===== config.mk =====
export PLATFORM = sky130hd
export DESIGN_NAME = coef_loader
export DESIGN_NICKNAME = d
export VERILOG_FILES = /design/src/rtl/coef_loader_pkg.sv /design/src/rtl/coef_fsm.sv /design/src/rtl/coef_write_path.sv /design/src/rtl/coef_store.sv /design/src/rtl/coef_loader.sv
export SDC_FILE = /design/constraint.sdc
export NUM_CORES = 2
export LEC_CHECK = 0
export BUFFER_PORTS_ARGS = -buffer_cell sky130_fd_sc_hd__buf_4
export CORE_MARGIN = 2
export CORE_UTILIZATION = 30
export DETAILED_ROUTE_END_ITERATION = 6
export PLACE_DENSITY_LB_ADDON = 0.08
export SLEW_MARGIN = 25
export SYNTH_ARGS = -nofsm -noshare
export SYNTH_HDL_FRONTEND = slang
export SYNTH_SLANG_ARGS = --single-unit

===== constraint.sdc =====
create_clock -name clk -period 8.8 [get_ports clk]
set_clock_uncertainty 0.2 [all_clocks]
set_input_delay 0.44 -clock clk [delete_from_list [all_inputs] [get_ports clk]]
set_output_delay 0.44 -clock clk [all_outputs]
set_load 0.03 [all_outputs]

===== src/rtl/coef_loader_pkg.sv =====
package coef_loader_pkg;
    typedef enum logic [1:0] {
        LD_BOOT,
        LD_ISSUE,
        LD_CAPTURE,
        LD_READY
    } ld_state_t;
endpackage


===== src/rtl/coef_fsm.sv =====
module coef_fsm
    import coef_loader_pkg::*;
#(
    parameter int ADDR_W = 8
) (
    input  logic              clk,
    input  logic              rst_n,
    input  logic              src_host,
    output logic [ADDR_W-1:0] fetch_addr,
    output logic              fetch_cap,
    output logic              host_ready,
    output logic              busy,
    output logic              addr_oe,
    output logic              wen_out_n
);
    localparam logic [ADDR_W-1:0] LAST_ADDR = '1;

    ld_state_t state, state_nxt;

    // state register
    always_ff @(posedge clk or negedge rst_n) begin
        if (!rst_n) state <= LD_BOOT;
        else        state <= state_nxt;
    end

    // transitions
    always_comb begin
        state_nxt = state;
        unique case (state)
            LD_BOOT:    state_nxt = src_host ? LD_READY : LD_ISSUE;
            LD_ISSUE:   state_nxt = LD_CAPTURE;
            LD_CAPTURE: state_nxt = (fetch_addr == LAST_ADDR) ? LD_READY : LD_ISSUE;
            LD_READY:   state_nxt = LD_READY;
        endcase
    end

    // address walker: advances when a capture is not the last one
    always_ff @(posedge clk or negedge rst_n) begin
        if (!rst_n)
            fetch_addr <= '0;
        else if (state == LD_CAPTURE && fetch_addr != LAST_ADDR)
            fetch_addr <= fetch_addr + 1'b1;
    end

    // outputs
    always_comb begin
        busy       = 1'b0;
        addr_oe    = 1'b0;
        wen_out_n  = 1'b1;
        fetch_cap  = 1'b0;
        host_ready = 1'b0;
        unique case (state)
            LD_BOOT: begin
            end
            LD_ISSUE: begin
                busy    = 1'b1;
                addr_oe = 1'b1;
            end
            LD_CAPTURE: begin
                busy      = 1'b1;
                addr_oe   = 1'b1;
                wen_out_n = 1'b0;
                fetch_cap = 1'b1;
            end
            LD_READY: begin
                host_ready = src_host;
            end
        endcase
    end
endmodule


===== src/rtl/coef_write_path.sv =====
module coef_write_path #(
    parameter int DATA_W = 16,
    parameter int ADDR_W = 8
) (
    input  logic              clk,
    input  logic              rst_n,
    input  logic              host_ready,
    input  logic              cs_n,
    input  logic              wen_n,
    input  logic              ccs,
    input  logic              byte_n,
    input  logic [ADDR_W-1:0] addr_in,
    input  logic [DATA_W-1:0] data_in,
    input  logic              fetch_cap,
    input  logic [ADDR_W-1:0] fetch_addr,
    output logic              coef_we,
    output logic [ADDR_W-2:0] coef_idx,
    output logic [DATA_W-1:0] coef_wdata,
    output logic              ctrl_we
);
    localparam int BYTE_W = DATA_W / 2;
    localparam int IDX_W  = ADDR_W - 1;

    logic              host_wr;
    logic              use_byte;
    logic [ADDR_W-1:0] byte_addr;
    logic [BYTE_W-1:0] byte_val;
    logic [BYTE_W-1:0] lo_hold;

    always_comb begin
        host_wr   = host_ready && !cs_n && !wen_n;
        use_byte  = fetch_cap || (host_wr && !ccs && !byte_n);
        byte_addr = fetch_cap ? fetch_addr : addr_in;
        byte_val  = data_in[BYTE_W-1:0];
        ctrl_we   = host_wr && ccs;
        if (use_byte) begin
            coef_we    = byte_addr[0];
            coef_idx   = byte_addr[ADDR_W-1:1];
            coef_wdata = {byte_val, lo_hold};
        end else begin
            coef_we    = host_wr && !ccs;
            coef_idx   = addr_in[IDX_W-1:0];
            coef_wdata = data_in;
        end
    end

    // low half waits here until its partner byte arrives
    always_ff @(posedge clk or negedge rst_n) begin
        if (!rst_n)
            lo_hold <= '0;
        else if (use_byte && !byte_addr[0])
            lo_hold <= byte_val;
    end
endmodule


===== src/rtl/coef_store.sv =====
module coef_store #(
    parameter int DATA_W = 16,
    parameter int IDX_W  = 7
) (
    input  logic              clk,
    input  logic              rst_n,
    input  logic              coef_we,
    input  logic [IDX_W-1:0]  coef_idx,
    input  logic [DATA_W-1:0] coef_wdata,
    input  logic              ctrl_we,
    input  logic [DATA_W-1:0] ctrl_wdata,
    input  logic              bank_sel,
    input  logic [IDX_W-2:0]  rd_idx,
    output logic [DATA_W-1:0] rd_coef,
    output logic [DATA_W-1:0] ctrl_word
);
    localparam int DEPTH = 1 << IDX_W;

    logic [DATA_W-1:0] mem [DEPTH];

    always_ff @(posedge clk or negedge rst_n) begin
        if (!rst_n) begin
            for (int i = 0; i < DEPTH; i++) mem[i] <= '0;
        end else if (coef_we) begin
            mem[coef_idx] <= coef_wdata;
        end
    end

    always_ff @(posedge clk or negedge rst_n) begin
        if (!rst_n)       ctrl_word <= '0;
        else if (ctrl_we) ctrl_word <= ctrl_wdata;
    end

    assign rd_coef = mem[{bank_sel, rd_idx}];
endmodule


===== src/rtl/coef_loader.sv =====
module coef_loader #(
    parameter int DATA_W = 16,
    parameter int ADDR_W = 8
) (
    input  logic                clk,
    input  logic                rst_n,
    input  logic                src_host,
    input  logic                byte_n,
    input  logic                cs_n,
    input  logic                wen_n,
    input  logic                ccs,
    input  logic [ADDR_W-1:0]   addr_in,
    input  logic [DATA_W-1:0]   data_in,
    input  logic                bank_sel,
    input  logic [ADDR_W-3:0]   rd_idx,
    output logic [ADDR_W-1:0]   addr_out,
    output logic                addr_oe,
    output logic                wen_out_n,
    output logic                busy,
    output logic [DATA_W-1:0]   rd_coef,
    output logic [DATA_W-1:0]   ctrl_word
);
    localparam int IDX_W = ADDR_W - 1;

    logic              fetch_cap;
    logic              host_ready;
    logic              coef_we;
    logic [IDX_W-1:0]  coef_idx;
    logic [DATA_W-1:0] coef_wdata;
    logic              ctrl_we;

    coef_fsm #(.ADDR_W(ADDR_W)) u_fsm (
        .clk        (clk),
        .rst_n      (rst_n),
        .src_host   (src_host),
        .fetch_addr (addr_out),
        .fetch_cap  (fetch_cap),
        .host_ready (host_ready),
        .busy       (busy),
        .addr_oe    (addr_oe),
        .wen_out_n  (wen_out_n)
    );

    coef_write_path #(.DATA_W(DATA_W), .ADDR_W(ADDR_W)) u_wr (
        .clk        (clk),
        .rst_n      (rst_n),
        .host_ready (host_ready),
        .cs_n       (cs_n),
        .wen_n      (wen_n),
        .ccs        (ccs),
        .byte_n     (byte_n),
        .addr_in    (addr_in),
        .data_in    (data_in),
        .fetch_cap  (fetch_cap),
        .fetch_addr (addr_out),
        .coef_we    (coef_we),
        .coef_idx   (coef_idx),
        .coef_wdata (coef_wdata),
        .ctrl_we    (ctrl_we)
    );

    coef_store #(.DATA_W(DATA_W), .IDX_W(IDX_W)) u_store (
        .clk        (clk),
        .rst_n      (rst_n),
        .coef_we    (coef_we),
        .coef_idx   (coef_idx),
        .coef_wdata (coef_wdata),
        .ctrl_we    (ctrl_we),
        .ctrl_wdata (data_in),
        .bank_sel   (bank_sel),
        .rd_idx     (rd_idx),
        .rd_coef    (rd_coef),
        .ctrl_word  (ctrl_word)
    );
endmodule


==> flow_summary.yaml <==
timing:
  layout_setup_ws_ps: 3860
  setup_viol: 0
  timing.fmax_ghz: 0.2024
  setup-tns-final_ps: 0
  worst_pin_slew_ps: 1129
  fin_crit_ps: 4940
  hold_viol_final: 0
  rsz0062_at_grt: "false"
  fin_crit_sh: 0.5613
  timing.slew.headroom: 0.2407
  drv_slew: 0
grt:
  antenna_found_initial: 20
  first_global_vias: 56550
  grt_usage: 0.1836
  grt_pass1_wl_mm: 434.5
  grt_max_degree: 168
  grt.overflow.total: 0
cts:
  post_cts_resize_count: 0
  cts_setup_buffers: 0
  root_buffer: "clkbuf_16"
  cts_hold_buf: 20
  cts_sinks: 2082
  clock_path_buffers: 4
  numCtsBuffers: 262
  clkSlewWorstSetupHoldPaths_ps: 60
  cts_tree: "done"
  htree_levels: 5
  clk_latency_ps: 870
setup_path:
  ff2ff_setup_slack_ps: 4140
  critical_path.endpoint_type: "primary output"
  crit_fanout: 46
  cp.required_ps: 8160
  crit_chain: "buf_8, buf_4, buf_4, mux4_2, mux4_2, mux4_2, mux2_2, buf_4"
  cp-start-kind: "input port"
  worst_r2r_path_depth: 9
  critPathMaxStageDelay_ps: 590
  worstPathArrival_ps: 4300
  crit_slowest_cell: "mux4_2"
  reg2reg_from: "u_fsm.state[0]"
  r2r_end: "u_store.mem[1355]"
  path_class: "in -> out"
placement:
  pre_cts_ws_ps: 3756
  gp_congestion: 0.7403
  portBuffers: 80
  placed_cells: 9718
  dp_hpwl_mm: 172.6
logic_synthesis:
  ys_top_cells_by_area: "dfrtp_1 (54%), mux2_2 (24%), mux4_2 (16%), clkbuf_1 (1.2%), nor3_4 (1.0%)"
  yosysTopAreaCell: "dfrtp_1"
  synth-seq-cells: 2082
  synth_top_area_share: 0.5393
  synth_edf_count: 0
  synth_nets: 5756
  synth_area_um2: 96600
  synth_top_cells_by_count: "dfrtp_1 (2082), mux2_2 (2053), mux4_2 (672)"
  synthesis.instances: 5713
  synth_most_common_cell: "dfrtp_1"
  yosysWarnings: 0
  synth_ff_type: "dfrtp_1"
  syn_area_per_cell_um2: 16.91
  ys_types: 60
  synth-async-reset-ratio: 1.000
  ys_seq_area_frac: 0.5393
final_layout:
  layout.nets: 5745
  fillers: 30640
  final_cells: 10210
  area.growth.synth_to_final_pct: 14.54
  drive_gt1_frac: 0.5964
  fin_util: 0.3451
power:
  vdd_drop_max_uv: 141.2
  leakage_nw: 51.88
  p_per_area_nw_per_um2: 236.3
  finalPower_mw: 26.15
floorplanning:
  pin_count: 81
  die_y_um: 571.5
  dieWidth_um: 571.5
  core_area_um2: 320600
  die_area_um2: 326600
  start_util: 0.3013
  num_rows: 208
hold_path:
  worstHoldPathType: "in -> reg"
  min_to: "u_store.ctrl_word[10]"
  min-delay-start: "data_in[10]"
  hold_depth: 3
routing:
  drcViolationCount: 0
  first_pass_iters: 5
  via_count: 52320
  wirelength_mm: 298.6
  viasPerCell: 5.126
  drtIter0Drc: 2722
  wl_per_cell_um: 29.25
  ant_nets: 0
outcome:
  status: "complete, no violations"
run:
  cap_violations: 0
## placed cells by master (no fill, tap or decap), types with 6 or more instances in the layout
| master | count |
|---|---|
| nor4_4 | 25 |
| clkbuf_1 | 71 |
| mux2_4 | 16 |
| clkbuf_16 | 272 |
| clkbuf_8 | 60 |
| nor4bb_1 | 6 |
| o31ai_1 | 14 |
| buf_4 | 240 |
| mux2_1 | 52 |
| dfrtp_1 | 2082 |
| nor2_1 | 9 |
| clkinv_2 | 32 |
| mux2_2 | 2037 |
| nand3_1 | 7 |
| nor3_4 | 63 |
| nand3_2 | 18 |
| nor2b_1 | 6 |
| o311ai_0 | 15 |
| o31a_1 | 16 |
| diode_2 | 12 |
| mux4_2 | 672 |
| nand3b_1 | 7 |
| buf_6 | 7 |
| buf_12 | 23 |
| nand4_1 | 7 |
| inv_1 | 10 |
| dlygate4sd3_1 | 20 |
| inv_6 | 7 |
## how the worst max path moves through the flow
stage / cells after the start / slack, ps / endpoint / from
global route: 8 / 3620 / rd_coef[12] / rd_idx[0]
global placement: 8 / 3730 / rd_coef[12] / rd_idx[0]
finish: 8 / 3860 / rd_coef[12] / rd_idx[0]
CTS: 8 / 3750 / rd_coef[12] / rd_idx[0]
detailed placement: 8 / 3760 / rd_coef[12] / rd_idx[0]
floorplan: 6 / 5210 / rd_coef[0] / rd_idx[0]
## cell families (layout without fill, tap and decap cells)
| kind of cell | Yosys count | count (layout) | share of synthesized area |
|---|---|---|---|
| adders and majority gates | 5 | 5 | 0.0006476 |
| DFF | 2082 | 2082 | 0.5393 |
| muxes | 2779 | 2779 | 0.4023 |
| AOI/OAI and AO/OA | 73 | 73 | 0.006619 |
| buffers and inverters | 584 | 761 | 0.02781 |
| other | 0 | 12 | 0 |
| and+or+nand+nor | 184 | 184 | 0.02281 |
| xor gates and xnor gates | 6 | 6 | 0.0005440 |
## registers in the layout, indices dropped and copies added, names as in the netlist
| name | count |
|---|---|
| u_store.ctrl_word | 16 |
| u_wr.lo_hold | 8 |
| u_store.mem | 2048 |
| u_fsm.fetch_addr | 8 |
| u_fsm.state | 2 |
## power breakdown
group	switching (mW)	internal (mW)	leakage (nW)
clock network	4.28	6.28	4.11
registers	0.524	10.6	28.9
logic	2.74	1.71	18.8
## worst max-delay path: cells and delay by family
kind / cells / cell delay, ps
multiplexers: 4 / 2010
buffers and inverters: 4 / 1710
## per-layer routing
| metal | wire, um | vias up | track usage |
|---|---|---|---|
| met5 | 0 | - | 0 |
| met4 | 7323 | 0 | 0.04536 |
| met3 | 9885 | 358 | 0.02355 |
| met2 | 141600 | 782 | 0.2974 |
| li1 | - | 21700 | - |
| met1 | 139800 | 29470 | 0.2601 |
## through the flow
step	instance area [um^2]	hold WS, ps
after floorplan	96600	-55.59
after global placement	101900	176.2
after detailed placement	102000	181.6
after CTS	110500	87.58
after global routing	110600	148.3
final	110600	170.6
## final cells by class
cell class,count,area (um^2),share of cell area
flip-flops and latches,2082,52100,0.4709
multi-input cells,3047,42050,0.3801
clock buffers,402,7885,0.07126
well taps,4305,5386,0.04868
repair buffers,299,2713,0.02452
clock inverters,50,440.4,0.003980
inverters,10,37.54,0.0003392
diodes,12,30.03,0.0002714
Power figures use the tool's default switching activity.
